===== src/rtl/tep_pkg.sv =====
// Shared types and command-word constants for the task endpoint sequencer.
// Assumes a 32-bit endpoint word and a 22-bit block length field.
package tep_pkg;
    localparam int WORD_W      = 32;
    localparam int LEN_FIELD_W = 22;

    // Request kinds offered to the task logic
    typedef enum logic [1:0] {
        KIND_WR1 = 2'b00,
        KIND_BRD = 2'b01,
        KIND_BWR = 2'b10,
        KIND_RSV = 2'b11
    } acc_kind_t;

    // Sequencer phases
    typedef enum logic [2:0] {
        ST_IDLE,
        ST_CMD,
        ST_ADDR,
        ST_SDATA,
        ST_STREAM
    } seq_state_t;

    // Destination classes in bits [31:30] of a command word
    localparam logic [1:0] DEST_SYS  = 2'b00;
    localparam logic [1:0] DEST_MEM  = 2'b01;
    localparam logic [1:0] DEST_TASK = 2'b10;
    localparam logic [1:0] DEST_IO   = 2'b11;

    // Bits [29:27] of a single full-word write command
    localparam logic [2:0] OP_SINGLE_WR = 3'b011;
    // Bits [28:22] of block transfer commands
    localparam logic [6:0] OP_BLK_RD = 7'b0000010;
    localparam logic [6:0] OP_BLK_WR = 7'b1000010;

    // Destination class of a command word
    function automatic logic [1:0] dest_of(input logic [WORD_W-1:0] w);
        return w[WORD_W-1 -: 2];
    endfunction
endpackage


===== src/rtl/tep_cmd_former.sv =====
// Forms the command word for a request.
// Assumes LEN_W <= 22; shorter lengths are zero-extended into the length field.
module tep_cmd_former
    import tep_pkg::*;
#(
    parameter int LEN_W = 22
) (
    input  acc_kind_t          kind,
    input  logic [LEN_W-1:0]   len,
    output logic [WORD_W-1:0]  cmd
);
    logic [LEN_FIELD_W-1:0] len_field;

    // Fit the request length into the command's length field
    generate
        if (LEN_W < LEN_FIELD_W) begin : g_pad
            assign len_field = {{(LEN_FIELD_W-LEN_W){1'b0}}, len};
        end else begin : g_full
            assign len_field = len[LEN_FIELD_W-1:0];
        end
    endgenerate

    // Assemble the word by request kind
    always_comb begin
        case (kind)
            KIND_WR1: cmd = {DEST_MEM, OP_SINGLE_WR, 27'd0};
            KIND_BRD: cmd = {DEST_MEM, 1'b1, OP_BLK_RD, len_field};
            KIND_BWR: cmd = {DEST_MEM, 1'b1, OP_BLK_WR, len_field};
            default:  cmd = '0;
        endcase
    end
endmodule


===== src/rtl/tep_beat_counter.sv =====
// Counts the remaining stream words of a block transfer.
// Assumes load and dec are never both asserted in the same cycle.
module tep_beat_counter #(
    parameter int LEN_W = 22
) (
    input  logic             clk,
    input  logic             rst_n,
    input  logic             load,
    input  logic [LEN_W-1:0] load_val,
    input  logic             dec,
    output logic             last
);
    logic [LEN_W-1:0] cnt;

    // Load at request acceptance, count down per stream word
    always_ff @(posedge clk) begin
        if (!rst_n)               cnt <= '0;
        else if (load)            cnt <= load_val;
        else if (dec && cnt != 0) cnt <= cnt - 1'b1;
    end

    assign last = (cnt == LEN_W'(1));
endmodule


===== src/rtl/tep_ctrl.sv =====
// Phase controller: takes requests, steps through command, address and
// data phases, and pulses done. Assumes the word lanes are muxed outside.
module tep_ctrl
    import tep_pkg::*;
(
    input  logic       clk,
    input  logic       rst_n,
    input  logic       req_valid,
    input  acc_kind_t  req_kind,
    input  logic       len_zero,
    input  logic       ep_out_ready,
    input  logic       wr_valid,
    input  logic       ep_in_valid,
    input  logic       rd_ready,
    input  logic       last,
    output seq_state_t state,
    output acc_kind_t  kind_q,
    output logic       accept,
    output logic       beat,
    output logic       done
);
    seq_state_t state_n;
    logic       done_n;
    logic       no_words;

    assign accept   = req_valid && (state == ST_IDLE);
    assign no_words = (req_kind == KIND_RSV) ||
                      ((req_kind == KIND_BRD || req_kind == KIND_BWR) && len_zero);

    // One stream word moves this cycle
    always_comb begin
        beat = 1'b0;
        if (state == ST_STREAM) begin
            if (kind_q == KIND_BWR) beat = wr_valid && ep_out_ready;
            else                    beat = ep_in_valid && rd_ready;
        end
    end

    // Next phase and completion
    always_comb begin
        state_n = state;
        done_n  = 1'b0;
        case (state)
            ST_IDLE: begin
                if (accept) begin
                    if (no_words) done_n  = 1'b1;
                    else          state_n = ST_CMD;
                end
            end
            ST_CMD: if (ep_out_ready) state_n = ST_ADDR;
            ST_ADDR: begin
                if (ep_out_ready)
                    state_n = (kind_q == KIND_WR1) ? ST_SDATA : ST_STREAM;
            end
            ST_SDATA: begin
                if (ep_out_ready) begin
                    state_n = ST_IDLE;
                    done_n  = 1'b1;
                end
            end
            ST_STREAM: begin
                if (beat && last) begin
                    state_n = ST_IDLE;
                    done_n  = 1'b1;
                end
            end
            default: state_n = ST_IDLE;
        endcase
    end

    // Phase, kind and done registers
    always_ff @(posedge clk) begin
        if (!rst_n) begin
            state  <= ST_IDLE;
            kind_q <= KIND_WR1;
            done   <= 1'b0;
        end else begin
            state <= state_n;
            done  <= done_n;
            if (accept) kind_q <= req_kind;
        end
    end
endmodule


===== src/rtl/task_endpoint_seq.sv =====
// Task-side endpoint sequencer top. Captures a request, then drives the
// command word, address and data words onto the endpoint output lane, or
// bridges a block stream between the task ports and the endpoint lanes.
// Assumes stream sources hold their word while valid and not ready.
module task_endpoint_seq
    import tep_pkg::*;
#(
    parameter int LEN_W = 22
) (
    input  logic              clk,
    input  logic              rst_n,
    input  logic              req_valid,
    output logic              req_ready,
    input  logic [1:0]        req_kind,
    input  logic [31:0]       req_addr,
    input  logic [31:0]       req_data,
    input  logic [LEN_W-1:0]  req_len,
    output logic              done,
    input  logic [31:0]       wr_data,
    input  logic              wr_valid,
    output logic              wr_ready,
    output logic [31:0]       rd_data,
    output logic              rd_valid,
    input  logic              rd_ready,
    output logic [31:0]       ep_out_data,
    output logic              ep_out_valid,
    input  logic              ep_out_ready,
    input  logic [31:0]       ep_in_data,
    input  logic              ep_in_valid,
    output logic              ep_in_ready
);
    seq_state_t        state;
    acc_kind_t         kind_q;
    acc_kind_t         kind_in;
    logic              accept;
    logic              beat;
    logic              last;
    logic [WORD_W-1:0] cmd_w;
    logic [WORD_W-1:0] cmd_q;
    logic [WORD_W-1:0] addr_q;
    logic [WORD_W-1:0] data_q;

    assign kind_in = acc_kind_t'(req_kind);

    tep_cmd_former #(.LEN_W(LEN_W)) u_cmd (
        .kind (kind_in),
        .len  (req_len),
        .cmd  (cmd_w)
    );

    tep_beat_counter #(.LEN_W(LEN_W)) u_cnt (
        .clk      (clk),
        .rst_n    (rst_n),
        .load     (accept),
        .load_val (req_len),
        .dec      (beat),
        .last     (last)
    );

    tep_ctrl u_ctrl (
        .clk          (clk),
        .rst_n        (rst_n),
        .req_valid    (req_valid),
        .req_kind     (kind_in),
        .len_zero     (req_len == '0),
        .ep_out_ready (ep_out_ready),
        .wr_valid     (wr_valid),
        .ep_in_valid  (ep_in_valid),
        .rd_ready     (rd_ready),
        .last         (last),
        .state        (state),
        .kind_q       (kind_q),
        .accept       (accept),
        .beat         (beat),
        .done         (done)
    );

    // Capture the command, address and single-write data at acceptance
    always_ff @(posedge clk) begin
        if (!rst_n) begin
            cmd_q  <= '0;
            addr_q <= '0;
            data_q <= '0;
        end else if (accept) begin
            cmd_q  <= cmd_w;
            addr_q <= req_addr;
            data_q <= req_data;
        end
    end

    assign req_ready = (state == ST_IDLE);

    // Drive the lanes for the current phase
    always_comb begin
        ep_out_data  = cmd_q;
        ep_out_valid = 1'b0;
        wr_ready     = 1'b0;
        rd_data      = ep_in_data;
        rd_valid     = 1'b0;
        ep_in_ready  = 1'b0;
        case (state)
            ST_CMD: begin
                ep_out_data  = cmd_q;
                ep_out_valid = 1'b1;
            end
            ST_ADDR: begin
                ep_out_data  = addr_q;
                ep_out_valid = 1'b1;
            end
            ST_SDATA: begin
                ep_out_data  = data_q;
                ep_out_valid = 1'b1;
            end
            ST_STREAM: begin
                if (kind_q == KIND_BWR) begin
                    ep_out_data  = wr_data;
                    ep_out_valid = wr_valid;
                    wr_ready     = ep_out_ready;
                end else begin
                    rd_valid     = ep_in_valid;
                    ep_in_ready  = rd_ready;
                end
            end
            default: ;
        endcase
    end
endmodule


===== config.mk =====
export PLATFORM = sky130hd
export DESIGN_NAME = task_endpoint_seq
export DESIGN_NICKNAME = d
export VERILOG_FILES = /design/src/rtl/tep_pkg.sv /design/src/rtl/tep_cmd_former.sv /design/src/rtl/tep_beat_counter.sv /design/src/rtl/tep_ctrl.sv /design/src/rtl/task_endpoint_seq.sv
export SDC_FILE = /design/constraint.sdc
export NUM_CORES = 1
export LEC_CHECK = 0
export ABC_AREA = 1
export BUFFER_PORTS_ARGS = -buffer_cell sky130_fd_sc_hd__buf_2
export CAP_MARGIN = 40
export CORE_MARGIN = 4
export CORE_UTILIZATION = 40
export CTS_CLUSTER_SIZE = 30
export DETAILED_ROUTE_END_ITERATION = 10
export PLACE_DENSITY = 0.68
export SLEW_MARGIN = 20
export SYNTH_ARGS = -nofsm -noshare
export SYNTH_HDL_FRONTEND = slang
export SYNTH_SLANG_ARGS = --single-unit
export TNS_END_PERCENT = 5

===== constraint.sdc =====
create_clock -name clk -period 2.1 [get_ports clk]
set_input_delay 0.21 -clock clk [delete_from_list [all_inputs] [get_ports clk]]
set_output_delay 0.21 -clock clk [all_outputs]
set_load 0.02 [all_outputs]

==> metrics.md <==
| Metric | Value |
|---|---|
| Yosys top cell by area | dfxtp_1 |
| EDFF count, synth | 0 |
| Setup TNS | 0 ns |
| DRT iter0 DRCs | 426 |
| DRC | 0 |
| Die height | 135 µm |
| Flops & latches, synth | between 100 and 150 |
| Largest cells by area after synthesis | dfxtp_1 (37%), nand2_1 (14%), a21oi_1 (9.6%) |
| Met2 Track Usage GR | 37.0% |
| Cell area after layout | ~8100 µm² |
| Layout net count | 1,239 |
| Clock Latency Late Sink | between 0.4 and 0.5 ns |
| Final worst slack | 0.0145 ns |
| Die X | between 100 and 150 µm |
| Worst slew pin tran | 0.605 ns |
| Mean Syn Cell Area | 6.77 µm² |
| Outcome | completed |
| Fin. Hold Viols | 0 |
| Syn nets | 1,115 |
| Post-synth top cells | nand2_1 (247), a21oi_1 (123), dfxtp_1 (118) |
| Max_cap viols | 0 |
| Clk sinks | 118 |
| Crit-path max FO | 7 |
| WL final | 20.2 mm |
| Area occupied by multi-input gates | 3390 µm² |
| Max IR drop VDD | 645 µV |
| Global-route wire length before repair | 31.8 mm |
| Post-route ant nets | 0 |
| Clock root buffer master | clkbuf_16 |
| Initial antenna violation count | 0 |
| H-Tree Depth | 4 |
| Setup Skew | 0.00620 ns |
| Fmax | 480 MHz |
| Met1 Use GR | roughly 28% |
| Count leader, synth | nand2_1 |
| WP data required | 1.89 ns |
| Dpl hpwl | 14.6 mm |
| Vias in the first global route | 6,248 |
| Area growth from synthesis to layout | 26.5% |
| Input/output buffers | 164 |
| Wire length per cell | 15.5 µm |
| Place WS | 0.223 ns |
| Min Tclk post-route | 2.09 ns |
| Seq/Total Area, Yosys | 36.8% |
| Pin count of the biggest net entering global routing | just over 80 |
| Cell Area, Synth | 6420 µm² |
| Core area | 15,800 µm² |
| Placed cell areas | slightly above 7000 µm² |
| Via Count | around 6,700 |
| Reg2Reg Depth | 11 |
| Gpl congestion | 0.912 |
| Main synth FF type | dfxtp_1 |
| Met3 Usage GRT | 4.28% |
| Gr ovfl total | 0 |
| Power Dens Cells | ~1400 nW/µm² |
| GRT Total Usage | between 20% and 30% |
| # IOs | between 200 and 250 |
| Die area | 18,100 µm² |
| FF-to-FF setup slack | 0.22 ns |
| Count of cell types in the netlist | 37 |
| CP Class | reg2out |
| Hold Startpoint | req_data[10] |
| CP Launch Type | flop |
| CTS Buf Count | 17 |
| Fin util | 51.3% |
| Register area | ~2400 µm² |
| R2R Path End | u_cnt.cnt[4] |
| Tightest Hold Check Type | in2reg |
| Hold-fix buffers, CTS | 0 |
| Static Leakage | 3.60 nW |
| Slew HR | 59.7% |
| # rows | 46 |
| Setup crit end kind | output pin |
| Synth top area share | 36.8% |
| # fillers | 1,607 |
| TritonRoute pass-1 iters | 5 |
| Max-slew violations | 0 |
| Layout cell share with drive strength beyond 1 | between 20% and 30% |
| Count of warnings emitted by yosys | 0 |
| GR peak layer | met2 |
| Endpoints failing setup | 0 |
| Final worst-path cycle share | 99.3% |
| Worst EP arrival | 1.88 ns |
| Hold Crit Depth | 3 |
| RSZ-0062 raised after global routing | yes |
| CTS Buffer Depth | 2 |
| RR Startpoint | u_ctrl.state[0] |
| FFs w/ async S/R, synth | 0% |
| Syn Inst Count | 949 |
| CTS tree | built |
| Via density | 5.11 |
| Worst hold endpoint | data_q[10] |
| Clock-pin slew of the registers on the worst-case setup and hold paths | 0.05 ns |
| Initial core utilization | between 40% and 50% |
[final cells by class]
cell class / instances / share of cell area (%)
Antenna cell: 1 / 0.0308
Clock buffer: 27 / 5.95
Clock inverter: 4 / 0.863
Inverter: 89 / 4.30
Multi-Input combinational cell: 656 / 41.8
Sequential cell: 118 / 29.2
Tap cell: 216 / 3.33
Timing Repair Buffer: 191 / 14.5
[power breakdown]
group / internal (mW) / total, mW / switching (mW)
combinational: 1.99 / 5.46 / 3.46
clock: 1.80 / 2.76 / 0.966
sequential: 2.82 / 3.19 / 0.369
total: 6.61 / 11.4 / 4.80
[placed cells by master (no fill, tap or decap), drive strengths merged, types with 5 or more instances in the layout]
| cell type | instances |
|---|---|
| o2111ai | 14 |
| o21ai | 57 |
| nand2 | 250 |
| o221ai | 5 |
| nor3 | 8 |
| ha | 7 |
| clkbuf | 27 |
| nand3 | 70 |
| xnor2 | 9 |
| inv | 88 |
| o211ai | 11 |
| buf | 191 |
| dfxtp | 118 |
| a21oi | 123 |
| xor2 | 9 |
| nor2 | 79 |
[registers in the layout, summed over array words and instances, names as in the netlist]
signal	cells
addr_q	32
data_q	32
cmd_q	26
u_ctrl.kind_q	2
u_ctrl.done	1
u_ctrl.state	3
u_cnt.cnt	22
[layer usage]
layer  vias to the layer above  share of wire (%)
met5                         -                  0
met3                        49                6.6
met2                       224                 48
met1                      3055                 42
met4                         0                3.1
li1                       3323                  -
[per-stage QoR]
step	hold WS, ns	power (mW)	std cells
floorplan	0.353	6.89	949
global placement	0.420	8.13	1264
detailed placement	0.420	8.17	1264
CTS	0.0151	11.2	1300
global route	0.0308	12.3	1301
finish	0.0376	11.4	1302
[cells by family (layout without fill, tap and decap cells)]
kind of cell | count (synthesis) | in the layout | share of synthesized area (%)
and+or+nand+nor | 413 | 413 | 27.2
AOI/OAI and AO/OA | 218 | 218 | 19.1
buffers and inverters | 175 | 311 | 13.1
DFF | 118 | 118 | 36.8
xor gates and xnor gates | 18 | 18 | 2.45
adders and majority gates | 7 | 7 | 1.36
other | 0 | 1 | 0
[worst max path at each step]
stage | from | to | slack (ns) | cells after the start
2_1_floorplan | u_ctrl.kind_q[0] | ep_out_valid | 0.34 | 7
3_3_place_gp | u_ctrl.state[2] | ep_out_data[5] | 0.27 | 9
3_5_place_dp | u_ctrl.state[2] | ep_out_data[6] | 0.22 | 9
4_1_cts | u_ctrl.state[0] | ep_out_data[5] | -0.002 | 9
5_1_grt | u_ctrl.state[0] | ep_out_data[15] | -0.08 | 9
6_report | u_ctrl.state[0] | ep_out_data[15] | 0.01 | 9
[worst max-delay path, stage by stage, from the launching register on]
cell and delay, ns:
dfxtp_4 0.37, nor2_4 0.14, inv_4 0.06, nor2_8 0.13, nor3_4 0.05, o21bai_4 0.20
buf_6 0.16, nand2_1 0.07, o2111ai_2 0.11, buf_6 0.16
[what timing repair did]
action	4_1_cts	5_1_grt
pin swaps	3	3
resized for setup	23	64
buffers inserted	4	1
endpoints found under the setup margin	32	32
gates cloned	1	0
Power figures use the tool's default switching activity.
